==> src/rtl/ber_pkg.sv <==
package ber_pkg;
    localparam int unsigned DEF_WINDOW_EDGES = 80000;
    localparam int unsigned DEF_ERR_THRESH   = 447;
    localparam int unsigned DEF_TIMEOUT      = 20000;
    localparam int unsigned SYNC_STAGES      = 2;
endpackage

==> src/rtl/ber_ref_sync.sv <==
module ber_ref_sync (
    input  logic clk_i,
    input  logic rst_ni,
    input  logic ref_i,
    output logic rise_o
);
    import ber_pkg::*;

    typedef struct packed {
        logic [SYNC_STAGES-1:0] chain;
        logic                   last;
    } sync_t;

    sync_t st_d, st_q;

    always_comb begin
        st_d       = st_q;
        st_d.chain = {st_q.chain[SYNC_STAGES-2:0], ref_i};
        st_d.last  = st_q.chain[SYNC_STAGES-1];
    end

    always_ff @(posedge clk_i or negedge rst_ni) begin
        if (!rst_ni) st_q <= '0;
        else         st_q <= st_d;
    end

    assign rise_o = st_q.chain[SYNC_STAGES-1] & ~st_q.last;
endmodule

==> src/rtl/ber_window_timer.sv <==
module ber_window_timer #(
    parameter int unsigned WINDOW_EDGES = ber_pkg::DEF_WINDOW_EDGES,
    parameter int unsigned TIMEOUT      = ber_pkg::DEF_TIMEOUT
) (
    input  logic clk_i,
    input  logic rst_ni,
    input  logic rise_i,
    output logic win_end_o,
    output logic stale_o
);
    localparam int unsigned EDGE_W = (WINDOW_EDGES > 1) ? $clog2(WINDOW_EDGES) : 1;
    localparam int unsigned IDLE_W = $clog2(TIMEOUT + 1);
    localparam logic [EDGE_W-1:0] LAST_EDGE = EDGE_W'(WINDOW_EDGES - 1);
    localparam logic [IDLE_W-1:0] IDLE_MAX  = IDLE_W'(TIMEOUT);

    typedef struct packed {
        logic [EDGE_W-1:0] edges;
        logic [IDLE_W-1:0] idle;
    } tmr_t;

    tmr_t st_d, st_q;
    logic stale;
    logic close;

    assign stale = (st_q.idle == IDLE_MAX);
    assign close = rise_i & ~stale & (st_q.edges == LAST_EDGE);

    always_comb begin
        st_d = st_q;
        if (rise_i)             st_d.idle = '0;
        else if (!stale)        st_d.idle = st_q.idle + 1'b1;

        if (stale)              st_d.edges = '0;
        else if (close)         st_d.edges = '0;
        else if (rise_i)        st_d.edges = st_q.edges + 1'b1;
    end

    always_ff @(posedge clk_i or negedge rst_ni) begin
        if (!rst_ni) st_q <= '0;
        else         st_q <= st_d;
    end

    assign win_end_o = close;
    assign stale_o   = stale;
endmodule

==> src/rtl/ber_err_counter.sv <==
module ber_err_counter #(
    parameter int unsigned ERR_THRESH = ber_pkg::DEF_ERR_THRESH,
    parameter int unsigned CNT_W      = $clog2(ERR_THRESH + 1)
) (
    input  logic             clk_i,
    input  logic             rst_ni,
    input  logic             cv_i,
    input  logic             win_end_i,
    input  logic             stale_i,
    output logic [CNT_W-1:0] count_o
);
    localparam logic [CNT_W-1:0] CAP = CNT_W'(ERR_THRESH);

    typedef struct packed {
        logic [CNT_W-1:0] cnt;
    } cnt_t;

    cnt_t st_d, st_q;

    always_comb begin
        st_d = st_q;
        if (stale_i)                  st_d.cnt = '0;
        else if (win_end_i)           st_d.cnt = {{(CNT_W-1){1'b0}}, cv_i};
        else if (cv_i && st_q.cnt != CAP) st_d.cnt = st_q.cnt + 1'b1;
    end

    always_ff @(posedge clk_i or negedge rst_ni) begin
        if (!rst_ni) st_q <= '0;
        else         st_q <= st_d;
    end

    assign count_o = st_q.cnt;
endmodule

==> src/rtl/ber_window_alarm.sv <==
module ber_window_alarm #(
    parameter int unsigned WINDOW_EDGES = ber_pkg::DEF_WINDOW_EDGES,
    parameter int unsigned ERR_THRESH   = ber_pkg::DEF_ERR_THRESH,
    parameter int unsigned TIMEOUT      = ber_pkg::DEF_TIMEOUT
) (
    input  logic clk_i,
    input  logic rst_ni,
    input  logic cv_pulse_i,
    input  logic ref_clk_i,
    output logic alarm_no
);
    localparam int unsigned CNT_W = $clog2(ERR_THRESH + 1);
    localparam logic [CNT_W-1:0] LIMIT = CNT_W'(ERR_THRESH);

    typedef struct packed {
        logic alarm_n;
    } top_t;

    logic             ref_rise;
    logic             win_end;
    logic             stale;
    logic [CNT_W-1:0] err_cnt;
    top_t             st_d, st_q;

    ber_ref_sync u_sync (
        .clk_i  (clk_i),
        .rst_ni (rst_ni),
        .ref_i  (ref_clk_i),
        .rise_o (ref_rise)
    );

    ber_window_timer #(
        .WINDOW_EDGES (WINDOW_EDGES),
        .TIMEOUT      (TIMEOUT)
    ) u_timer (
        .clk_i     (clk_i),
        .rst_ni    (rst_ni),
        .rise_i    (ref_rise),
        .win_end_o (win_end),
        .stale_o   (stale)
    );

    ber_err_counter #(
        .ERR_THRESH (ERR_THRESH),
        .CNT_W      (CNT_W)
    ) u_count (
        .clk_i     (clk_i),
        .rst_ni    (rst_ni),
        .cv_i      (cv_pulse_i),
        .win_end_i (win_end),
        .stale_i   (stale),
        .count_o   (err_cnt)
    );

    always_comb begin
        st_d = st_q;
        if (stale)        st_d.alarm_n = 1'b1;
        else if (win_end) st_d.alarm_n = (err_cnt < LIMIT);
    end

    always_ff @(posedge clk_i or negedge rst_ni) begin
        if (!rst_ni) st_q <= '{alarm_n: 1'b1};
        else         st_q <= st_d;
    end

    assign alarm_no = st_q.alarm_n;
endmodule

==> config.mk <==
export PLATFORM = sky130hd
export DESIGN_NAME = ber_window_alarm
export DESIGN_NICKNAME = d
export VERILOG_FILES = /design/src/rtl/ber_pkg.sv /design/src/rtl/ber_ref_sync.sv /design/src/rtl/ber_window_timer.sv /design/src/rtl/ber_err_counter.sv /design/src/rtl/ber_window_alarm.sv
export SDC_FILE = /design/constraint.sdc
export NUM_CORES = 1
export LEC_CHECK = 0
export CAP_MARGIN = 30
export CORE_AREA = 10 10 81 83
export CTS_CLUSTER_SIZE = 12
export DETAILED_ROUTE_END_ITERATION = 10
export DIE_AREA = 0 0 91 93
export DONT_BUFFER_PORTS = 1
export PLACE_DENSITY = 0.67
export SYNTH_ARGS = -nofsm -noshare
export SYNTH_HDL_FRONTEND = slang
export SYNTH_SLANG_ARGS = --single-unit
==> constraint.sdc <==
create_clock -name clk_i -period 4 [get_ports clk_i]
set_clock_uncertainty 0.2 [all_clocks]
set_input_delay 0.8 -clock clk_i [delete_from_list [all_inputs] [get_ports clk_i]]
set_output_delay 0.8 -clock clk_i [all_outputs]
set_load 0.1 [all_outputs]
==> results of run 1 <==
-- Yosys cell counts (2+ instances only) --
library cell  count  share of area, %
o31ai_1           3              0.95
xnor2_1          10               3.7
xor2_1           19               7.0
or4_1             4               1.3
dfrtp_1          44                46
nand3_1          10               2.1
and4_1            4               1.5
buf_2             2              0.42
nor2_1           33               5.2
and3_1            7               1.8
a21oi_1          10               2.1
nand4b_1          2              0.74
buf_6             2              0.95
nor4b_1           2              0.74
nand2_1          17               2.7
nor4_1            3              0.79
ha_1              4               2.1
clkbuf_1          4              0.63
inv_1             3              0.47
o21ai_0           5               1.1
nor3_1            5               1.1
o2111ai_1         2              0.74
nand2b_1          3              0.79
nand4_1          12               3.2
o211ai_1          4               1.3
-- registers in the layout, indices dropped and copies added (netlist names) --
signal	count
alarm_no	1
u_count.count_o	9
u_sync.st_d	2
u_sync.st_q	1
u_timer.st_q	32
-- per-layer routing --
layer	wire, um	part of all wire (%)
met5	0	0
met4	63	1.4
met3	137	3.1
met2	1990	46
met1	2180	50
-- area by class of cell --
cell class	count	area (um2)
fill	487	2500
multi-input combinational	181	1170
sequential	45	1130
tap	70	87.6
clock buffer	8	80.1
timing repair buffer	2	35.0
inverter	3	11.3
-- power groups by stage --
stage               sequential, W  clock, W  combinational (W)
global route             0.000624  0.000300           0.000207
global placement         0.000613         0           0.000161
floorplan                0.000596         0           0.000144
detailed placement       0.000618         0           0.000165
CTS                      0.000609  0.000283           0.000178
finish                   0.000609  0.000269           0.000175
-- repair_timing --
item / CTS / global route
gates resized for setup: 0 / 0
hold buffers: 1 / 0
hold endpoints to repair: 44 / 0
-- logic make-up (layout without fill, tap and decap cells) --
kind of cell	count (synthesis)	after routing	share of synthesized area, %
DFF	45	45	47.5
muxes	1	1	0.422
buffers and inverters	13	13	3.27
and+or+nand+nor	118	118	28.1
AOI/OAI and AO/OA	29	29	7.86
adders and majority gates	4	4	2.11
xor gates and xnor gates	29	29	10.7
-- worst reg2reg max path, cell delays in order, from the launching register on --
cell and delay (ns):
dfrtp_1 0.42, ha_1 0.16, and3b_2 0.30, nand3_4 0.16
o21ai_2 0.67, nor2_1 0.12
-- worst paths after layout --
check                                              from                           end  slack (ns)
max                        u_timer.st_q[15]$_DFFE_PN0P_  u_timer.st_q[24]$_DFFE_PN0P_        1.83
min                                              rst_ni   u_timer.st_q[6]$_DFFE_PN0P_        0.13
max reg2reg                u_timer.st_q[15]$_DFFE_PN0P_  u_timer.st_q[24]$_DFFE_PN0P_        1.83
min reg2reg                    u_sync.st_d[2]$_DFF_PN0_      u_sync.st_d[0]$_DFF_PN0_        0.16
max in group asynchronous                        rst_ni  u_timer.st_q[26]$_DFFE_PN0P_        3.26
min in group clk_i             u_sync.st_d[2]$_DFF_PN0_      u_sync.st_d[0]$_DFF_PN0_        0.16
-- per-stage QoR --
step	area (um2)	total power, W
after global routing	2510	0.00113
after global placement	2400	0.000774
after floorplan	2370	0.000740
after CTS	2510	0.00107
final	2510	0.00105
after detailed placement	2400	0.000783
==> results.md, run 1 <==
- DR WL/cell: around 14 um
- Total track usage: 10.9%
- Io pins: 5
- CTS tree: yes
- Post-synthesis sequential element count: 45
- PwrDens: roughly 420 nW/um2
- Delay-heaviest family, CP: compound AO/OA/AOI/OAI gates
- GR peak layer: met2
- Final Util: about half
- Worst-path clk slew: approximately 0.08 ns
- Final wirelength: 4.37 mm
- Yosys warns: 0
- Commonest non-fill, non-tap cells in the layout: dfrtp_1 (44), nor2_1 (33), xor2_1 (19)
- Min-delay worst type: in2async
- Largest net degree at the start of global routing: 45
- Worst slew pin tran: about 0.8 ns
- Post-synthesis net count: approximately 250
- Gr ovfl total: 0
- Sw frac: a little under a third
- Final hold vios: 0
- Post-synthesis sequential area ratio: a little under half
- Worst-Skew Late Latency: ~0.3 ns
- Avg Cell Area, Syn: 9.92 um2
- Mapped cell area: ~2400 um2
- Layout cells sized above 1: about 7%
- Final setup viols: 0
- Min cycle time layout: around 2.2 ns
- Status: finished, final reports clean
- Area added between synthesis and finish: 5.75%
- Crit path buffers/inverters: 0
- CTS Buffer Depth: 2
- Leakage: about 1.0 nW
- I/O Buffers: 0
- # DRC: 0
- RSZ-0062 raised after global routing: false
- Synth unique cells: 50
- Num CTS Buffers: 5
- Crit-path cells: ha_1, and3b_2, nand3_4, o21ai_2, nor2_1
- Combinational share of power: ~17%
- Clock root buffer: clkbuf_8
- DP Cell Count: 300
- Setup TNS: 0 ns
- Number of DRC markers in iteration 0: 91
- Met3 Use GR: between 2 and 3%
- Fraction of registers with async set/reset: 100%
- Commonest non-fill, non-tap cell in the layout: dfrtp_1
- Clock Sink Count: 45
- Dpl ws: 1.80 ns
- Cell Rows: 26
- Post-synth EDFFs: 0
- Slowest library cell on the worst path: o21ai_2
- Met1 Usage GRT: 13.9%
- Fin. max-slew vios: 0
- Int Power: 0.000732 W
- Pre-antenna DRT Iters: 4
- Avg Vias per Cell: between 5 and 6
- Final nets: 246
- Worst reg-to-reg path cell count: 5
- Die H: 93 um
- GR Util met2: 16.9%
- Worst setup EP type: register
- Initial antenna violation count: 0
- Arrival @ worst endpoint: 2.12 ns
- First-pass GRT wire length: 7.53 mm
- CP Class: reg2reg
- Sequential Power Share: between 50 and 60%
- ANT nets after route: 0
- Max Cap Viol: 0
- Postcts setup bufs: 0
- Number of global-route vias before repair: around 1,600
- Psw: 0.000321 W
- Clock share of power: 25.5%
- Startpoint type of the worst setup path: register
- Final period utilization: between 50% and 60%
- Total number of vias: 1,681
- CP required: 3.95 ns
- Largest fanout on the critical path: 18
- Antenna diode count: 0
- Placer Congestion: ~0.88
- Worst hold slack: 0.127 ns
- Slew Limit Headroom: approximately 48%
- Maximum vdd drop: 0.188 mV
- Initial Utilization: about 47%
- HPWL Detailed: 2.93 mm
- Core area: 5010 um2
- Fin cells: 309
- Levels on crit path: 5
- CP max stage delay: around 0.67 ns
- Die X: 91 um
- Max Freq: about 460 MHz
- H-tree levels: 2
- Final worst setup slack: 1.83 ns
- Top FF cell, synth: dfrtp_1
- DIE AREA: 8460 um2
- Mapped Cells: between 200 and 250
No activity file was read; power rests on OpenSTA's default activity.
==> inputs of run 2 (changes only) <==
- clock period: 4 -> 2.2 ns (I/O delays scaled with it)
==> results.md, run 2 (synthesized netlist as in run 1, its figures left out) <==
- Status: finished, final reports clean
- # DRC: 0
- ANT nets after route: 0
- Worst setup EP type: register
- Overall power: just under 0.002 W
- Largest net degree at the start of global routing: 46
- Max Cap Viol: 0
- Area added between synthesis and finish: 8.28%
- CP Class: reg2reg
- Biggest register: u_timer.st_q
- Avg Vias per Cell: around 5.5
- Total number of vias: 1,727
- H-tree levels: 2
- Final wirelength: between 4 and 5 mm
- Pre-antenna DRT Iters: 4
- Worst slew pin tran: around 0.52 ns
- Antenna diode count: 0
- DR WL/cell: 14.0 um
- Die X: around 91 um
- Worst-Skew Late Latency: around 0.3 ns
- Worst-path clk slew: about 0.080 ns
- Commonest non-fill, non-tap cell in the layout: dfrtp_1
- Initial antenna violation count: 0
- Gr ovfl total: 0
- Min cycle time layout: a little over 2 ns
- Number of DRC markers in iteration 0: ~90
- Number of global-route vias before repair: about 1,700
- CTS tree: yes
- Fin. max-slew vios: 0
- Arrival @ worst endpoint: between 2 and 2.5 ns
- RSZ-0062 raised after global routing: false
- Core area: between 5000 and 6000 um2
- Clock Sink Count: 45
- Slew Limit Headroom: approximately two thirds
- Commonest non-fill, non-tap cells in the layout: dfrtp_1 (44), nor2_1 (33), xor2_1 (19)
- Setup TNS: 0 ns
- Layout cells sized above 1: under 10%
- Die H: ~93 um
- Final hold vios: 0
- PwrDens: around 750 nW/um2
- Maximum vdd drop: roughly 0.45 mV
- CP required: roughly 2.2 ns
- Final period utilization: between 90% and 100%
- Leakage: about 1.1 nW
- Startpoint type of the worst setup path: register
- I/O Buffers: 0
- Final setup viols: 0
- Io pins: 5
- Initial Utilization: about 47%
- Fin cells: approximately 320
- Clock root buffer: clkbuf_8
- Max reg flops: 32
- HPWL Detailed: 3.08 mm
- DIE AREA: ~8500 um2
- Max Freq: around 490 MHz
- Placer Congestion: ~0.83
- CTS Buffer Depth: 2
- First-pass GRT wire length: approximately 7.7 mm
- Min-delay worst type: in2reg
- Final nets: ~250
- Cell Rows: 26
- Flop2flop setup slack: approximately 0.15 ns
- Total track usage: ~11%
- DP Cell Count: 305
- Largest fanout on the critical path: 11
- Num CTS Buffers: 5
run 2: changes by cell type in the layout (fill, tap and decap cells not counted), sizes merged:
cell	before	now
buf	2	7
dlygate4sd3	0	2
clkbuf	8	6
clkinv	0	2
run 2: final timing paths:
path	depth (start not counted)	startpoint	end
hold reg to reg	0	u_sync.st_d[2]$_DFF_PN0_	u_sync.st_d[0]$_DFF_PN0_
hold / removal	2	cv_pulse_i	u_count.count_o[0]$_DFFE_PN0P_
min in group asynchronous	2	rst_ni	u_timer.st_q[3]$_DFFE_PN0P_
max in group asynchronous	2	rst_ni	alarm_no$_DFFE_PN1P_
setup / recovery	5	u_timer.st_q[15]$_DFFE_PN0P_	alarm_no$_DFFE_PN1P_
setup reg to reg	5	u_timer.st_q[15]$_DFFE_PN0P_	alarm_no$_DFFE_PN1P_
run 2: per-layer routing:
metal	routed length, um	global-route usage (%)
met3	185	2.48
met4	76	5.61
met1	2120	13.9
met5	0	0
met2	2030	17.4
run 2: per-stage QoR:
stage	util (%)	setup WS [ns]	instance area [um2]	hold WS, ns
after global routing	51.2	0.0350	2570	0.161
final	51.2	0.155	2570	0.146
after floorplan	-	0.256	2370	-0.0556
after global placement	48.7	0.221	2440	-0.0537
after CTS	51.2	0.156	2570	0.134
after detailed placement	48.7	0.167	2440	-0.0539
run 2: cell type report:
| cell class | count | area, um2 |
|---|---|---|
| Inverter | 3 | 11.3 |
| Fill cell | 456 | 2440 |
| Multi-Input combinational cell | 181 | 1170 |
| Sequential cell | 45 | 1130 |
| Clock buffer | 6 | 72.6 |
| Tap cell | 70 | 87.6 |
| Timing Repair Buffer | 9 | 92.6 |
| Clock inverter | 2 | 10.0 |
run 2: critical path: stages (launching register included):
cell	delay (ns)
dfrtp_1	0.43
ha_1	0.16
and3b_2	0.30
nand3_4	0.15
or4_1	0.54
a21o_1	0.19
run 2: repair_timing:
item,4_1_cts,5_1_grt
hold endpoints to repair,46,0
buffers inserted,0,0
gates resized for setup,0,0
hold buffers,3,0
run 2: power breakdown:
group | switching (W) | internal [W] | total (W) | leakage, nW
Clock | 0.000276 | 0.000221 | 0.000497 | 0.0450
Combinational | 0.000167 | 0.000155 | 0.000322 | 0.446
Sequential | 0.000152 | 0.000955 | 0.00111 | 0.595
Total | 0.000595 | 0.00133 | 0.00193 | 1.09
==> inputs of run 3 (changes only) <==
- MAX_ROUTING_LAYER: unset -> met4
==> results.md, run 3 (synthesized netlist as in run 1, its figures left out) <==
- Status: finished, final reports clean
- Die X: around 90 um
- Dpl ws: about 0.17 ns
- Int Power: between 0.001 and 0.0015 W
- Worst-Skew Late Latency: approximately 0.30 ns
- # DRC: 0
- Crit path buffers/inverters: 0
- Sw frac: between 30% and 40%
- Final period utilization: between 90% and 100%
- Layout cells sized above 1: 9.76%
- Core area: 5010 um2
- CP required: ~2.2 ns
- Max Cap Viol: 0
- FILL cells: about 460
- HPWL Detailed: between 3 and 4 mm
- Final Util: about half
- Num CTS Buffers: 5
- Final worst setup slack: between 0.15 and 0.2 ns
- Biggest register: u_timer.st_q
- DIE AREA: 8460 um2
- Fin. max-slew vios: 0
- Final hold vios: 0
- Placer Congestion: around 0.85
- Worst slew pin tran: about 0.52 ns
- Slowest library cell on the worst path: or4_1
- Cell Rows: 26
- CTS tree: yes
- DR WL/cell: approximately 14 um
- Final nets: 253
- Commonest non-fill, non-tap cells in the layout: dfrtp_1 (44), nor2_1 (33), xor2_1 (19)
- Min-delay worst type: in2reg
- Psw: between 0.0005 and 0.0006 W
- Total track usage: 11.3%
- Area added between synthesis and finish: 8.28%
- PwrDens: 750 nW/um2
- Sequential Area: ~1100 um2
- Hold Buf Count CTS: 3
- Largest fanout on the critical path: 11
- CP Class: reg2reg
- Gr ovfl total: 0
- Sequential Power Share: 57.5%
- Combinational share of power: around 17%
- Antenna diode count: 0
- Die H: 93 um
- Clock share of power: 25.8%
- Largest net degree at the start of global routing: between 40 and 50
- Startpoint type of the worst setup path: register
- Leakage: 1.09 nW
- Total number of vias: 1,727
- Postcts setup bufs: 0
- Number of DRC markers in iteration 0: 87
- Pre-antenna DRT Iters: 5
- Commonest non-fill, non-tap cell in the layout: dfrtp_1
- DP Cell Count: about 310
- RSZ-0062 raised after global routing: false
- Avg Vias per Cell: between 5 and 6
- ANT nets after route: 0
- Number of global-route vias before repair: between 1,500 and 2,000
- Max reg flops: 32
- Clock Sink Count: 45
- Footprint of the multi-input gates: between 1000 and 1500 um2
- H-tree levels: 2
- Fin cells: ~320
- Delay-heaviest family, CP: simple AND/OR/NAND/NOR gates
- Post-CTS resize count: 0
- Worst-path clk slew: 0.08 ns
- I/O Buffers: 0
- Initial antenna violation count: 0
- Arrival @ worst endpoint: around 2.1 ns
- First-pass GRT wire length: about 7.7 mm
- Final setup viols: 0
- CP max stage delay: 0.54 ns
- Maximum vdd drop: between 0.4 and 0.5 mV
- Slew Limit Headroom: between 60% and 70%
- Max Freq: roughly 490 MHz
- Io pins: 5
- Initial Utilization: between 40% and 50%
- Crit-path cells: ha_1, and3b_2, nand3_4, or4_1, a21o_1
- Setup TNS: 0 ns
- Min cycle time layout: a little over 2 ns
- Clock root buffer: clkbuf_8
- CTS Buffer Depth: 2
- Worst setup EP type: register
- Final wirelength: between 4 and 5 mm
[run 3: per-layer routing]
metal  vias to the layer above  part of all wire, %  GRT usage, %
li1                        863                    -             -
met1                       832                   48          13.8
met2                        26                   46          17.4
met3                         6                  4.2          2.48
met4                         0                  1.8          5.61
met5                         -                    0             -
[run 3: layout make-up]
| class | instances | share of cell area, % |
|---|---|---|
| multi-input cells | 181 | 45.4 |
| flip-flops and latches | 45 | 43.9 |
| repair buffers | 9 | 3.61 |
| well taps | 70 | 3.41 |
| clock buffers | 6 | 2.83 |
| inverters | 3 | 0.439 |
| clock inverters | 2 | 0.390 |
[run 3: per-stage QoR]
stage | hold slack, ns | total power (W) | instance area (um2)
2_1_floorplan | -0.0556 | 0.00135 | 2370
3_5_place_dp | -0.0539 | 0.00142 | 2440
3_3_place_gp | -0.0537 | 0.00141 | 2440
5_1_grt | 0.161 | 0.00206 | 2570
6_report | 0.145 | 0.00193 | 2570
4_1_cts | 0.134 | 0.00195 | 2570
[run 3: power by group through the flow]
stage / Clock (W) / Sequential (W) / Combinational [W]
floorplan: 0 / 0.00108 / 0.000262
global placement: 0 / 0.00111 / 0.000295
detailed placement: 0 / 0.00112 / 0.000300
CTS: 0.000521 / 0.00111 / 0.000327
global route: 0.000548 / 0.00113 / 0.000377
finish: 0.000498 / 0.00111 / 0.000322
[run 3: worst paths after layout]
| check | to | slack [ns] | start | depth (start not counted) |
|---|---|---|---|---|
| hold reg to reg | u_sync.st_d[0]$_DFF_PN0_ | 0.16 | u_sync.st_d[2]$_DFF_PN0_ | 0 |
| setup reg to reg | alarm_no$_DFFE_PN1P_ | 0.15 | u_timer.st_q[15]$_DFFE_PN0P_ | 5 |
| max in group asynchronous | alarm_no$_DFFE_PN1P_ | 1.09 | rst_ni | 2 |
| min in group asynchronous | u_timer.st_q[3]$_DFFE_PN0P_ | 0.44 | rst_ni | 2 |
| hold / removal | u_count.count_o[0]$_DFFE_PN0P_ | 0.15 | cv_pulse_i | 2 |
| setup / recovery | alarm_no$_DFFE_PN1P_ | 0.15 | u_timer.st_q[15]$_DFFE_PN0P_ | 5 |
